[src/rtl/xbs_pkg.sv]
package xbs_pkg;
  typedef enum logic [1:0] {
    ST_IDLE  = 2'd0,
    ST_LEAD  = 2'd1,
    ST_ACT   = 2'd2,
    ST_TRAIL = 2'd3
  } xbs_state_t;

  function automatic int unsigned max3(int unsigned a, int unsigned b, int unsigned c);
    int unsigned m;
    m = (a > b) ? a : b;
    return (m > c) ? m : c;
  endfunction
endpackage

[src/rtl/xbs_clkgen.sv]
module xbs_clkgen (
  input  logic clk,
  input  logic rst_n,
  input  logic tim_half,
  input  logic ext_half,
  input  logic ext_off,
  output logic tick,
  output logic ext_ph,
  output logic bus_clk
);
  logic div_q;
  logic tim_hi_q;

  assign tick = tim_half ? div_q : 1'b1;

  always_ff @(posedge clk or negedge rst_n) begin
    if (!rst_n) begin
      div_q    <= 1'b0;
      tim_hi_q <= 1'b0;
      ext_ph   <= 1'b0;
    end else begin
      div_q    <= tim_half ? ~div_q : 1'b0;
      tim_hi_q <= tick;
      if (!ext_half)
        ext_ph <= 1'b0;
      else if (tick)
        ext_ph <= ~ext_ph;
    end
  end

  // ext_ph = 0 means the next timing tick is a rising external edge
  always_comb begin
    if (ext_off)       bus_clk = 1'b0;
    else if (ext_half) bus_clk = ext_ph;
    else if (tim_half) bus_clk = tim_hi_q;
    else               bus_clk = clk;
  end
endmodule

[src/rtl/xbs_seq.sv]
module xbs_seq
  import xbs_pkg::*;
#(
  parameter int LEAD_W   = 2,
  parameter int ACT_W    = 3,
  parameter int TRAIL_W  = 2,
  parameter int WAIT_MAX = 255,
  parameter int ADDR_W   = 20,
  parameter int DATA_W   = 16,
  parameter int BE_W     = 2
) (
  input  logic              clk,
  input  logic              rst_n,
  input  logic              tick,
  input  logic              may_start,
  input  logic [LEAD_W-1:0]  cfg_lead,
  input  logic [ACT_W-1:0]   cfg_active,
  input  logic [TRAIL_W-1:0] cfg_trail,
  input  logic              req_valid,
  input  logic [ADDR_W-1:0] req_addr,
  input  logic [DATA_W-1:0] req_wdata,
  input  logic              req_write,
  input  logic [BE_W-1:0]   req_be,
  input  logic              bus_ready,
  input  logic [DATA_W-1:0] bus_rdata,
  output logic              req_ready,
  output logic [DATA_W-1:0] rsp_rdata,
  output logic              cs_n,
  output logic              rnw,
  output logic              rd_n,
  output logic [BE_W-1:0]   wr_n,
  output logic [ADDR_W-1:0] addr,
  output logic [DATA_W-1:0] wdata,
  output logic              change
);
  localparam int CNT_W  = max3(LEAD_W, ACT_W, TRAIL_W);
  localparam int WAIT_W = $clog2(WAIT_MAX + 1);

  xbs_state_t        st;
  logic [CNT_W-1:0]  cnt;
  logic [WAIT_W-1:0] wcnt;
  logic              wr_q;
  logic [BE_W-1:0]   be_q;

  logic [CNT_W-1:0] lead_eff, act_eff, trail_ext;
  logic             start_ok, stretch, cnt_zero;

  assign lead_eff  = (cfg_lead == '0)   ? CNT_W'(1) : CNT_W'(cfg_lead);
  assign act_eff   = (cfg_active == '0) ? CNT_W'(1) : CNT_W'(cfg_active);
  assign trail_ext = CNT_W'(cfg_trail);
  assign cnt_zero  = (cnt == '0);
  assign start_ok  = tick && req_valid && !req_ready && may_start;
  assign stretch   = !bus_ready && (wcnt != WAIT_W'(WAIT_MAX));

  always_comb begin
    change = 1'b0;
    case (st)
      ST_IDLE:  change = start_ok;
      ST_LEAD:  change = tick && cnt_zero;
      ST_ACT:   change = tick && cnt_zero && !stretch;
      ST_TRAIL: change = tick && cnt_zero;
      default:  change = 1'b0;
    endcase
  end

  always_ff @(posedge clk or negedge rst_n) begin
    if (!rst_n) begin
      st        <= ST_IDLE;
      cnt       <= '0;
      wcnt      <= '0;
      wr_q      <= 1'b0;
      be_q      <= '0;
      cs_n      <= 1'b1;
      rnw       <= 1'b1;
      rd_n      <= 1'b1;
      wr_n      <= '1;
      addr      <= '0;
      wdata     <= '0;
      req_ready <= 1'b0;
      rsp_rdata <= '0;
    end else begin
      req_ready <= 1'b0;
      case (st)
        ST_IDLE: begin
          if (start_ok) begin
            cs_n  <= 1'b0;
            rnw   <= ~req_write;
            addr  <= req_addr;
            wdata <= req_wdata;
            wr_q  <= req_write;
            be_q  <= req_be;
            cnt   <= lead_eff - CNT_W'(1);
            st    <= ST_LEAD;
          end
        end
        ST_LEAD: begin
          if (tick) begin
            if (cnt_zero) begin
              st   <= ST_ACT;
              cnt  <= act_eff - CNT_W'(1);
              wcnt <= '0;
              if (wr_q) wr_n <= ~be_q;
              else      rd_n <= 1'b0;
            end else begin
              cnt <= cnt - CNT_W'(1);
            end
          end
        end
        ST_ACT: begin
          if (tick) begin
            if (!cnt_zero) begin
              cnt <= cnt - CNT_W'(1);
            end else if (stretch) begin
              wcnt <= wcnt + WAIT_W'(1);
            end else begin
              if (!wr_q) rsp_rdata <= bus_rdata;
              rd_n <= 1'b1;
              wr_n <= '1;
              if (trail_ext == '0) begin
                cs_n      <= 1'b1;
                rnw       <= 1'b1;
                req_ready <= 1'b1;
                st        <= ST_IDLE;
              end else begin
                cnt <= trail_ext - CNT_W'(1);
                st  <= ST_TRAIL;
              end
            end
          end
        end
        ST_TRAIL: begin
          if (tick) begin
            if (cnt_zero) begin
              cs_n      <= 1'b1;
              rnw       <= 1'b1;
              req_ready <= 1'b1;
              st        <= ST_IDLE;
            end else begin
              cnt <= cnt - CNT_W'(1);
            end
          end
        end
        default: st <= ST_IDLE;
      endcase
    end
  end
endmodule

[src/rtl/xbs_tagger.sv]
module xbs_tagger (
  input  logic clk,
  input  logic rst_n,
  input  logic ext_half,
  input  logic change,
  input  logic ext_ph,
  output logic tag_valid,
  output logic tag_fall
);
  always_ff @(posedge clk or negedge rst_n) begin
    if (!rst_n) begin
      tag_valid <= 1'b0;
      tag_fall  <= 1'b0;
    end else begin
      tag_valid <= change && ext_half;
      if (change && ext_half) tag_fall <= ext_ph;
    end
  end
endmodule

[src/rtl/xbus_strobe_seq.sv]
module xbus_strobe_seq #(
  parameter int LEAD_W   = 2,
  parameter int ACT_W    = 3,
  parameter int TRAIL_W  = 2,
  parameter int WAIT_MAX = 255,
  parameter int ADDR_W   = 20,
  parameter int DATA_W   = 16,
  parameter int BE_W     = 2
) (
  input  logic              clk,
  input  logic              rst_n,
  input  logic              cfg_tim_half,
  input  logic              cfg_ext_half,
  input  logic              cfg_ext_off,
  input  logic [LEAD_W-1:0]  cfg_lead,
  input  logic [ACT_W-1:0]   cfg_active,
  input  logic [TRAIL_W-1:0] cfg_trail,
  input  logic              req_valid,
  output logic              req_ready,
  input  logic [ADDR_W-1:0] req_addr,
  input  logic [DATA_W-1:0] req_wdata,
  input  logic              req_write,
  input  logic [BE_W-1:0]   req_be,
  output logic [DATA_W-1:0] rsp_rdata,
  output logic              bus_clk,
  output logic              bus_cs_n,
  output logic              bus_rnw,
  output logic              bus_rd_n,
  output logic [BE_W-1:0]   bus_wr_n,
  output logic [ADDR_W-1:0] bus_addr,
  output logic [DATA_W-1:0] bus_wdata,
  input  logic [DATA_W-1:0] bus_rdata,
  input  logic              bus_ready,
  output logic              edge_tag_valid,
  output logic              edge_tag_fall
);
  logic tick, ext_ph, change;

  xbs_clkgen u_clkgen (
    .clk      (clk),
    .rst_n    (rst_n),
    .tim_half (cfg_tim_half),
    .ext_half (cfg_ext_half),
    .ext_off  (cfg_ext_off),
    .tick     (tick),
    .ext_ph   (ext_ph),
    .bus_clk  (bus_clk)
  );

  xbs_seq #(
    .LEAD_W(LEAD_W), .ACT_W(ACT_W), .TRAIL_W(TRAIL_W), .WAIT_MAX(WAIT_MAX),
    .ADDR_W(ADDR_W), .DATA_W(DATA_W), .BE_W(BE_W)
  ) u_seq (
    .clk        (clk),
    .rst_n      (rst_n),
    .tick       (tick),
    .may_start  (~ext_ph),
    .cfg_lead   (cfg_lead),
    .cfg_active (cfg_active),
    .cfg_trail  (cfg_trail),
    .req_valid  (req_valid),
    .req_addr   (req_addr),
    .req_wdata  (req_wdata),
    .req_write  (req_write),
    .req_be     (req_be),
    .bus_ready  (bus_ready),
    .bus_rdata  (bus_rdata),
    .req_ready  (req_ready),
    .rsp_rdata  (rsp_rdata),
    .cs_n       (bus_cs_n),
    .rnw        (bus_rnw),
    .rd_n       (bus_rd_n),
    .wr_n       (bus_wr_n),
    .addr       (bus_addr),
    .wdata      (bus_wdata),
    .change     (change)
  );

  xbs_tagger u_tagger (
    .clk       (clk),
    .rst_n     (rst_n),
    .ext_half  (cfg_ext_half),
    .change    (change),
    .ext_ph    (ext_ph),
    .tag_valid (edge_tag_valid),
    .tag_fall  (edge_tag_fall)
  );
endmodule

[config.mk]
export PLATFORM = sky130hd
export DESIGN_NAME = xbus_strobe_seq
export DESIGN_NICKNAME = d
export VERILOG_FILES = /design/src/rtl/xbs_pkg.sv /design/src/rtl/xbs_clkgen.sv /design/src/rtl/xbs_seq.sv /design/src/rtl/xbs_tagger.sv /design/src/rtl/xbus_strobe_seq.sv
export SDC_FILE = /design/constraint.sdc
export NUM_CORES = 1
export LEC_CHECK = 0
export BUFFER_PORTS_ARGS = -buffer_cell sky130_fd_sc_hd__buf_2
export CAP_MARGIN = 20
export CORE_MARGIN = 8
export CORE_UTILIZATION = 45
export CTS_CLUSTER_SIZE = 10
export DETAILED_ROUTE_END_ITERATION = 12
export GPL_TIMING_DRIVEN = 0
export PLACE_DENSITY = 0.77
export SLEW_MARGIN = 20
export SYNTH_ARGS = -nofsm -noshare
export SYNTH_HDL_FRONTEND = slang
export SYNTH_SLANG_ARGS = --single-unit
[constraint.sdc]
create_clock -name clk -period 2 [get_ports clk]
set_input_delay 0.2 -clock clk [delete_from_list [all_inputs] [get_ports clk]]
set_output_delay 0.2 -clock clk [all_outputs]
set_load 0.005 [all_outputs]
# == After elaboration in Yosys (flattened, before gate mapping) ==
# Cells that the tools add are included.
# totals
regBits,79
latchBits,0
ramBits,0
romBits,0
inputBits,69
out_inout_bits,61
elab_cells,142
memories,0
# classes
addsub,5
n_mul,0
n_div,0
order_cmp,0
n_eq_ne,20
shifts,0
mux,67
bitwise_logic,6
reduce_logical,26
# ops
cell,count
8-bit 2-to-1 mux,5
2-bit 2-to-1 mux,16
3-bit 2-to-1 mux,10
1-bit 2-to-1 mux,27
7-bit AND reduction,3
"2-bit by 1-bit != test with 1-bit output, second input constant",8
8-bit case mux with 2 select lines,1
8-bit AND reduction,2
"2-bit != test, second input constant",6
3-bit case mux with 4 select lines,1
3-bit zero test,3
1-bit case mux with 3 select lines,3
"3-bit by 1-bit subtractor with 3-bit output, second input constant",3
"8-bit by 1-bit adder with 8-bit output, second input constant",1
"8-bit != test, second input constant",1
2-bit case mux with 4 select lines,1
1-bit logical AND,7
"3-bit != test, second input constant",2
6-bit AND reduction,1
1-bit NOT,5
5-bit AND reduction,1
"2-bit == test, second input constant",2
2-bit zero test,2
1-bit case mux with 2 select lines,2
9 further kinds,11

# == Depth between registers and ports, before layout ==
# Gate-level depths: netlist of the first run.
# logic_depth
ltp_word,6
mapped_depth,8
depth_no_buf,7

# == Cells and area by module ==
# A second synthesis of the first run with hierarchy kept.
# unflattened
cells_unflattened,292
area_unflattened_um2,3618.5
# by_module_without_submodules
mod,instances,cells_per_inst,area_each_um2,seq_area_each_um2
xbs_seq,1,277,3408.3,1858.0
xbs_clkgen,1,10,132.6,75.1
xbs_tagger,1,4,73.8,50.0
xbus_strobe_seq,1,1,3.8,0.0

==> results of run 1 <==
==> registers in the layout, summed over array words and instances, names as in the netlist, 2 cells and up <==
signal           count
u_seq.addr          20
u_seq.rsp_rdata     16
u_seq.wdata         16
u_seq.wcnt           8
u_seq.cnt            3
u_seq.be_q           2
u_seq.st             2
u_seq.wr_n           2
==> metal layers <==
metal | wire length (um) | track usage | vias up
met5 | 0 | 0 | -
met4 | 519 | 0.122 | 0
met3 | 863 | 0.0737 | 43
met2 | 6060 | 0.360 | 160
met1 | 4440 | 0.217 | 1708
li1 | - | - | 1674
==> cells by family (layout without fill, tap and decap cells) <==
logic type / count (synthesis) / count (layout) / synth area share
multiplexers: 20 / 20 / 0.0621
buffers and inverters: 29 / 251 / 0.0375
adder cells (fa/ha/maj): 6 / 6 / 0.0208
flip-flops: 79 / 79 / 0.550
XOR/XNOR: 5 / 5 / 0.0121
AND/OR/NAND/NOR: 187 / 187 / 0.227
AO/OA/AOI/OAI: 45 / 45 / 0.0905
other: 0 / 1 / 0
==> through the flow <==
| step | util | total power (uW) | setup WS [ps] | cells | setup TNS (ps) |
|---|---|---|---|---|---|
| after global placement | 0.564 | 5170 | -330 | 602 | -4570 |
| after floorplan | - | 4170 | -15.6 | 371 | -156 |
| after CTS | 0.683 | 6850 | -3.78 | 686 | -4.93 |
| after detailed placement | 0.568 | 5320 | -371 | 603 | -5360 |
| after global routing | 0.710 | 7740 | -66.7 | 696 | -494 |
| final | 0.710 | 7230 | 19.7 | 696 | 0 |
==> cell usage in the layout (no fill, tap or decap), types with 3 or more instances in the layout <==
cell type      synthesis  final
clkbuf_1              11      8
buf_4                  1     17
buf_6                  2      4
inv_1                  8      6
nand2b_1               3      3
dfstp_2                5      5
nand4_1                4      4
a32o_1                 3      3
mux2_4                 0     16
xnor2_1                5      5
buf_2                  5    133
a21oi_1               12     12
dfrtp_1               74     74
nor2_1                21     20
nor3_1                 6      5
ha_1                   6      4
nand2_1              130    130
clkbuf_2               0      4
dlygate4sd3_1          0     57
clkbuf_8               0     12
nand3_1                8      5
o21ai_0               10     10
==> worst max-delay path: stages (launching register included) <==
cell and delay (ps):
dfrtp_1 410, inv_2 90, ha_4 150, and2b_2 200, nand3_4 110, nor4_4 260, buf_4 190, buf_6 150
mux2_4 310
==> final timing paths <==
kind / start / endpoint / slack, ps / depth (start not counted)
max in group asynchronous: rst_n / u_seq.wr_n[1]$_DFFE_PN1P_ / 1180 / 3
worst min register to register: u_seq.addr[3]$_DFFE_PN0P_ / u_seq.addr[3]$_DFFE_PN0P_ / 480 / 2
worst max-delay path: u_seq.cnt[0]$_DFFE_PN0P_ / u_seq.rsp_rdata[9]$_DFFE_PN0P_ / 20 / 8
worst max register to register: u_seq.cnt[0]$_DFFE_PN0P_ / u_seq.rsp_rdata[9]$_DFFE_PN0P_ / 20 / 8
worst min-delay path: cfg_tim_half / u_clkgen.div_q$_DFF_PN0_ / 140 / 3
min in group asynchronous: rst_n / u_clkgen.ext_ph$_DFFE_PN0P_ / 200 / 2
==> power by group through the flow <==
stage               registers [uW]  clock network, uW  logic, uW
global route                  2790               1420       3530
detailed placement            2680               17.9       2620
floorplan                     2710               15.0       1440
CTS                           2660               1360       2840
global placement              2650               17.9       2510
finish                        2710               1330       3190
==> synthesized netlist by cell type (4+ instances only) <==
| cell type | instances |
|---|---|
| nor3_1 | 6 |
| mux2_2 | 18 |
| nor2_1 | 21 |
| ha_1 | 6 |
| nand2_1 | 130 |
| inv_1 | 8 |
| dfrtp_1 | 74 |
| dfstp_2 | 5 |
| xnor2_1 | 5 |
| a21oi_1 | 12 |
| nand3_1 | 8 |
| buf_2 | 5 |
| clkbuf_1 | 11 |
| o21ai_0 | 10 |
| nand4_1 | 4 |
==> what timing repair did <==
item	CTS	global route
hold buffers	57	0
cloned	1	0
gates resized for setup	6	40
endpoints found under the hold margin	131	0
setup buffers	7	10
endpoints found under the setup margin	51	60
pin swaps	4	4
==> layout make-up <==
type | count | area (sq um) | share of cell area
Buffer | 19 | 101 | 0.0184
Sequential cell | 79 | 1980 | 0.359
Timing Repair Buffer | 204 | 1390 | 0.252
Clock inverter | 5 | 60.1 | 0.0109
Inverter | 9 | 35.0 | 0.00635
Antenna cell | 1 | 2.50 | 0.000454
Clock buffer | 14 | 174 | 0.0315
Tap cell | 102 | 128 | 0.0231
Multi-Input combinational cell | 263 | 1640 | 0.298
==> results by group, run 1 <==
Logic synthesis
  • Syn_nets: approximately 450
  • Synth area leaders: dfrtp_1, nand2_1, mux2_2, dfstp_2, nor2_1
  • Distinct cells, synth: 52
  • Synth Instances: 371
  • Post-Syn Area: 3610 sq um
  • Leading area contributor after synthesis: dfrtp_1
  • Syn avg cell area: ~10 sq um
  • Asr flop ratio synth: 1.00
  • Flops & latches, synth: 79
  • Yosys Warn Count: 0
  • EDFF count, synth: 0
  • Sequential element share of the synthesized area: 0.550
  • Top-area cell type share of the netlist area: 0.513
  • Top FF cell, synth: dfrtp_1

Cells and area
  • Nets: around 660
  • # fillers: 537
  • Fin area: 5520 sq um
  • Layout cells sized above 1: 0.374
  • Area delta synth->final: 53.0%

Hold path
  • Hold WC Path Type: input port to register

Floorplanning
  • I/O pins: 130
  • Die area: 11100 sq um
  • Core area: 7770 sq um
  • Initial core utilization: 0.464
  • Num rows: 32
  • Die Span Y: around 110 um
  • Die X-Extent: about 110 um

Power
  • Power Density: 1310 nW/um^2
  • Peak supply drop: around 0.8 mV
  • Leak: 0.00285 uW
  • Clock share of power: 0.184
  • Combinational power share: 0.441
  • Sw Share: 0.372
  • Power Internal: 4540 uW
  • Total net switching power: 2690 uW
  • Reg power frac: 0.375

Setup path
  • Crit path DAT: 2320 ps
  • Critical-path maximum fanout: 5
  • Worst EP required: 2340 ps
  • CP Class: register to register
  • CP Capture Type: register
  • CP startpoint kind: register

Global routing
  • GRT Total Usage: 0.209
  • Antenna violations before repair: 1
  • Largest net degree at the start of global routing: 60
  • First-pass GRT wire length: 18700 um
  • Number of global-route vias before repair: 3894
  • Remaining global-route overflow: 0

Clock tree
  • CTS tree: yes
  • Clock transition at path regs: 80 ps
  • Skew-Pair Late Insertion Delay: around 460 ps

Detailed routing
  • DR vias: 3585
  • Initial DRT Pass Iterations: 8
  • Starting DRT DRC Count: a little under 200
  • Post-route ant nets: 0
  • Drt wl/cell: 17.1 um
  • Drt total wl: 11900 um
  • DRC violations left: 0
  • Vias/cell: 5.15

Timing
  • Hold Slack: 136 ps
  • Worst-margin pin slew: 508 ps
  • RSZ-0062 raised after global routing: yes
  • Max_slew headroom: 0.661
  • Fmax: 505 MHz
  • Final worst path period share: 0.990
  • Hold Vio Cnt, Final: 0
  • Slew Viols, Final: 0
  • Final min period: 1980 ps
  • Final Setup Violations: 0
  • Fin Clk Skew: 10.1 ps

Job
  • Max cap viols: 0

Placed design
  • HPWL Detailed: approximately 7400 um
  • Buffers on Ports: 129
  • Gpl congestion: roughly 0.87
  • Placed instance area: 4410 sq um

Status
  • Status: finished, final reports clean
(Power assumes the default switching activity.)
==> run 2: changes to the inputs <==
REMOVE_ABC_BUFFERS = 1   (was default)
==> results by group, run 2 (synthesis results as in run 1) <==
Hold path
  • Hold WC Path Type: input port to register
  • Beginning of the worst hold path: cfg_ext_half

Cells and area
  • Layout cells sized above 1: 0.374 (-0.000455)
  • Largest register FFs: 20 (unchanged)
  • Nets: 645 (-2.9%)
  • N_diodes: 0 (-1)
  • Top Registers: u_seq.addr x20, u_seq.rsp_rdata x16, u_seq.wdata x16
  • Register name with the most flops: u_seq.addr
  • Post-Layout Cell Count: 677 (-2.7%)
  • Commonest non-fill, non-tap cell in the layout: nand2_1
  • Most frequent cells in the layout: nand2_1, buf_2, dfrtp_1
  • Area delta synth->final: 49.6%

Floorplanning
  • Initial core utilization: 0.464 (unchanged)
  • I/O pins: 130 (unchanged)
  • Core area: 7770 sq um (unchanged)
  • Die X-Extent: 106 um (unchanged)
  • Die area: 11100 sq um (unchanged)
  • Num rows: 32 (unchanged)
  • Die Span Y: 106 um (unchanged)

Timing
  • Hold Slack: 24.6 ps (-111 ps)
  • Slew Viols, Final: 0 (unchanged)
  • Final Setup Violations: 8 (+8)
  • Max_slew headroom: 0.640 (-0.0212)
  • Final worst path period share: 1.01 (+0.0192)
  • Fmax: 495 MHz (-1.9%)
  • Worst-margin pin slew: 540 ps (+31.8 ps)
  • Final worst slack: -18.7 ps (-38.4 ps)
  • Fin Clk Skew: 13.4 ps (+3.26 ps)
  • Hold Vio Cnt, Final: 0 (unchanged)
  • TNS Setup: -49.7 ps (-49.7 ps)
  • RSZ-0062 raised after global routing: yes
  • Final min period: 2020 ps (+38.4 ps)

Placed design
  • Post-place setup slack: -758 ps (-387 ps)
  • Buffers on Ports: 129 (unchanged)
  • Placed cells: 585 (-3.0%)
  • HPWL Detailed: 6620 um (-10%)
  • Gpl congestion: 0.858 (-1.6%)

Power
  • Total net switching power: 2580 uW (-3.8%)
  • Power Internal: 4470 uW (-1.7%)
  • Reg power frac: 0.405 (+0.030)
  • Combinational power share: 0.394 (-0.047)
  • Total Power: 7050 uW (-2.5%)
  • Leak: 0.00277 uW (-2.7%)
  • Peak supply drop: 0.684 mV (-14%)
  • Sw Share: 0.366 (-0.00509)
  • Clock share of power: 0.201 (+0.017)
  • Power Density: 1310 nW/um^2 (-0.32%)

Clock tree
  • CTS tree: yes
  • Skew-Pair Late Insertion Delay: 450 ps (about the same)
  • Clock transition at path regs: 90 ps (about the same)

Detailed routing
  • Drt total wl: 10500 um (-12%)
  • Drt wl/cell: 15.5 um (-9.1%)
  • Post-route ant nets: 0 (unchanged)
  • Vias/cell: 5.04 (-2.1%)
  • Initial DRT Pass Iterations: 4 (-4)
  • Starting DRT DRC Count: 173 (-12%)
  • DRC violations left: 0 (unchanged)
  • DR vias: 3415 (-4.7%)

Setup path
  • R2R cell count: 7 (-1)
  • Worst EP required: 2340 ps (about the same)
  • Critical-path maximum fanout: 8 (+3)
  • Crit path DAT: 2350 ps (+30 ps)
  • Reg-to-Reg End: u_seq.rsp_rdata[3]$_DFFE_PN0P_
  • CP Class: register to register
  • Setup crit start: u_seq.cnt[0]$_DFFE_PN0P_
  • Setup slack, reg-to-reg: -20 ps (-40 ps)
  • CP startpoint kind: register
  • CP Capture Type: register
  • Reg2reg start: u_seq.cnt[0]$_DFFE_PN0P_
  • Worst setup endpoint: u_seq.rsp_rdata[3]$_DFFE_PN0P_

Status
  • Status: complete, but fails checks
  • Failing checks: negative setup slack

Global routing
  • First-pass GRT wire length: 17500 um (-6.5%)
  • Number of global-route vias before repair: 3663 (-5.9%)
  • Largest net degree at the start of global routing: 44 (-27%)
  • Antenna violations before repair: 0 (-1)
  • Remaining global-route overflow: 0 (unchanged)
  • GRT Total Usage: 0.194 (-0.0149)

Job
  • Max cap viols: 0 (unchanged)
## run 2: cell types whose count changed in the layout (fill, tap and decap cells not counted), sizes merged
cell / delta
clkinv: -3
bufbuf: +1
inv: +5
diode: -1
dlygate4sd3: -1
clkbuf: -12
buf: -8
## run 2: power by group through the flow
stage                     combinational (uW)  clock (uW)  sequential (uW)
after CTS                               2690        1480             2810
final                                   2780        1420             2850
after detailed placement                2370        17.9             2820
after floorplan                         1240        15.0             2820
after global placement                  2240        17.9             2780
after global routing                    3090        1530             2950
## run 2: routing by layer
metal	track usage	vias up	wire [um]
met5	0	-	0
met4	0.0844	0	167
met3	0.0755	17	921
met2	0.316	154	5130
met1	0.224	1603	4300
li1	-	1641	-
## run 2: final cells by class
class	count	area (sq um)
fill	595	2370
multi-input combinational	263	1570
timing repair buffer	204	1420
inverter	9	35.0
tap	102	128
sequential	79	1990
clock inverter	7	86.3
clock buffer	13	170
## run 2: stage by stage
stage / utilization / instance area [sq um]
6_report: 0.695 / 5400
5_1_grt: 0.695 / 5400
4_1_cts: 0.690 / 5360
3_5_place_dp: 0.561 / 4360
3_3_place_gp: 0.551 / 4280
2_1_floorplan: - / 3510
## run 2: what timing repair did
action / 4_1_cts / 5_1_grt
endpoints found under the setup margin: 57 / 24
hold buffers: 56 / 0
gates resized for setup: 13 / 8
gates cloned: 1 / 0
pin swaps: 5 / 4
buffers inserted: 14 / 3
endpoints found under the hold margin: 96 / 0
## run 2: how the worst min path moves through the flow
stage | endpoint | slack, ps | depth (start not counted)
after global placement | u_seq.addr[11]$_DFFE_PN0P_ | 390 | 3
after floorplan | u_clkgen.div_q$_DFF_PN0_ | -100 | 0
after detailed placement | u_seq.addr[16]$_DFFE_PN0P_ | 230 | 1
after CTS | u_clkgen.ext_ph$_DFFE_PN0P_ | 2 | 2
after global routing | u_clkgen.ext_ph$_DFFE_PN0P_ | 30 | 2
final | u_clkgen.ext_ph$_DFFE_PN0P_ | 20 | 2
## run 2: critical path: stages, from the launching register on
cell and delay, ps:
dfrtp_1 410, inv_2 80, ha_4 130, and2b_4 180, nand3_4 110, nor4_4 340, bufbuf_16 320, mux2_2 330
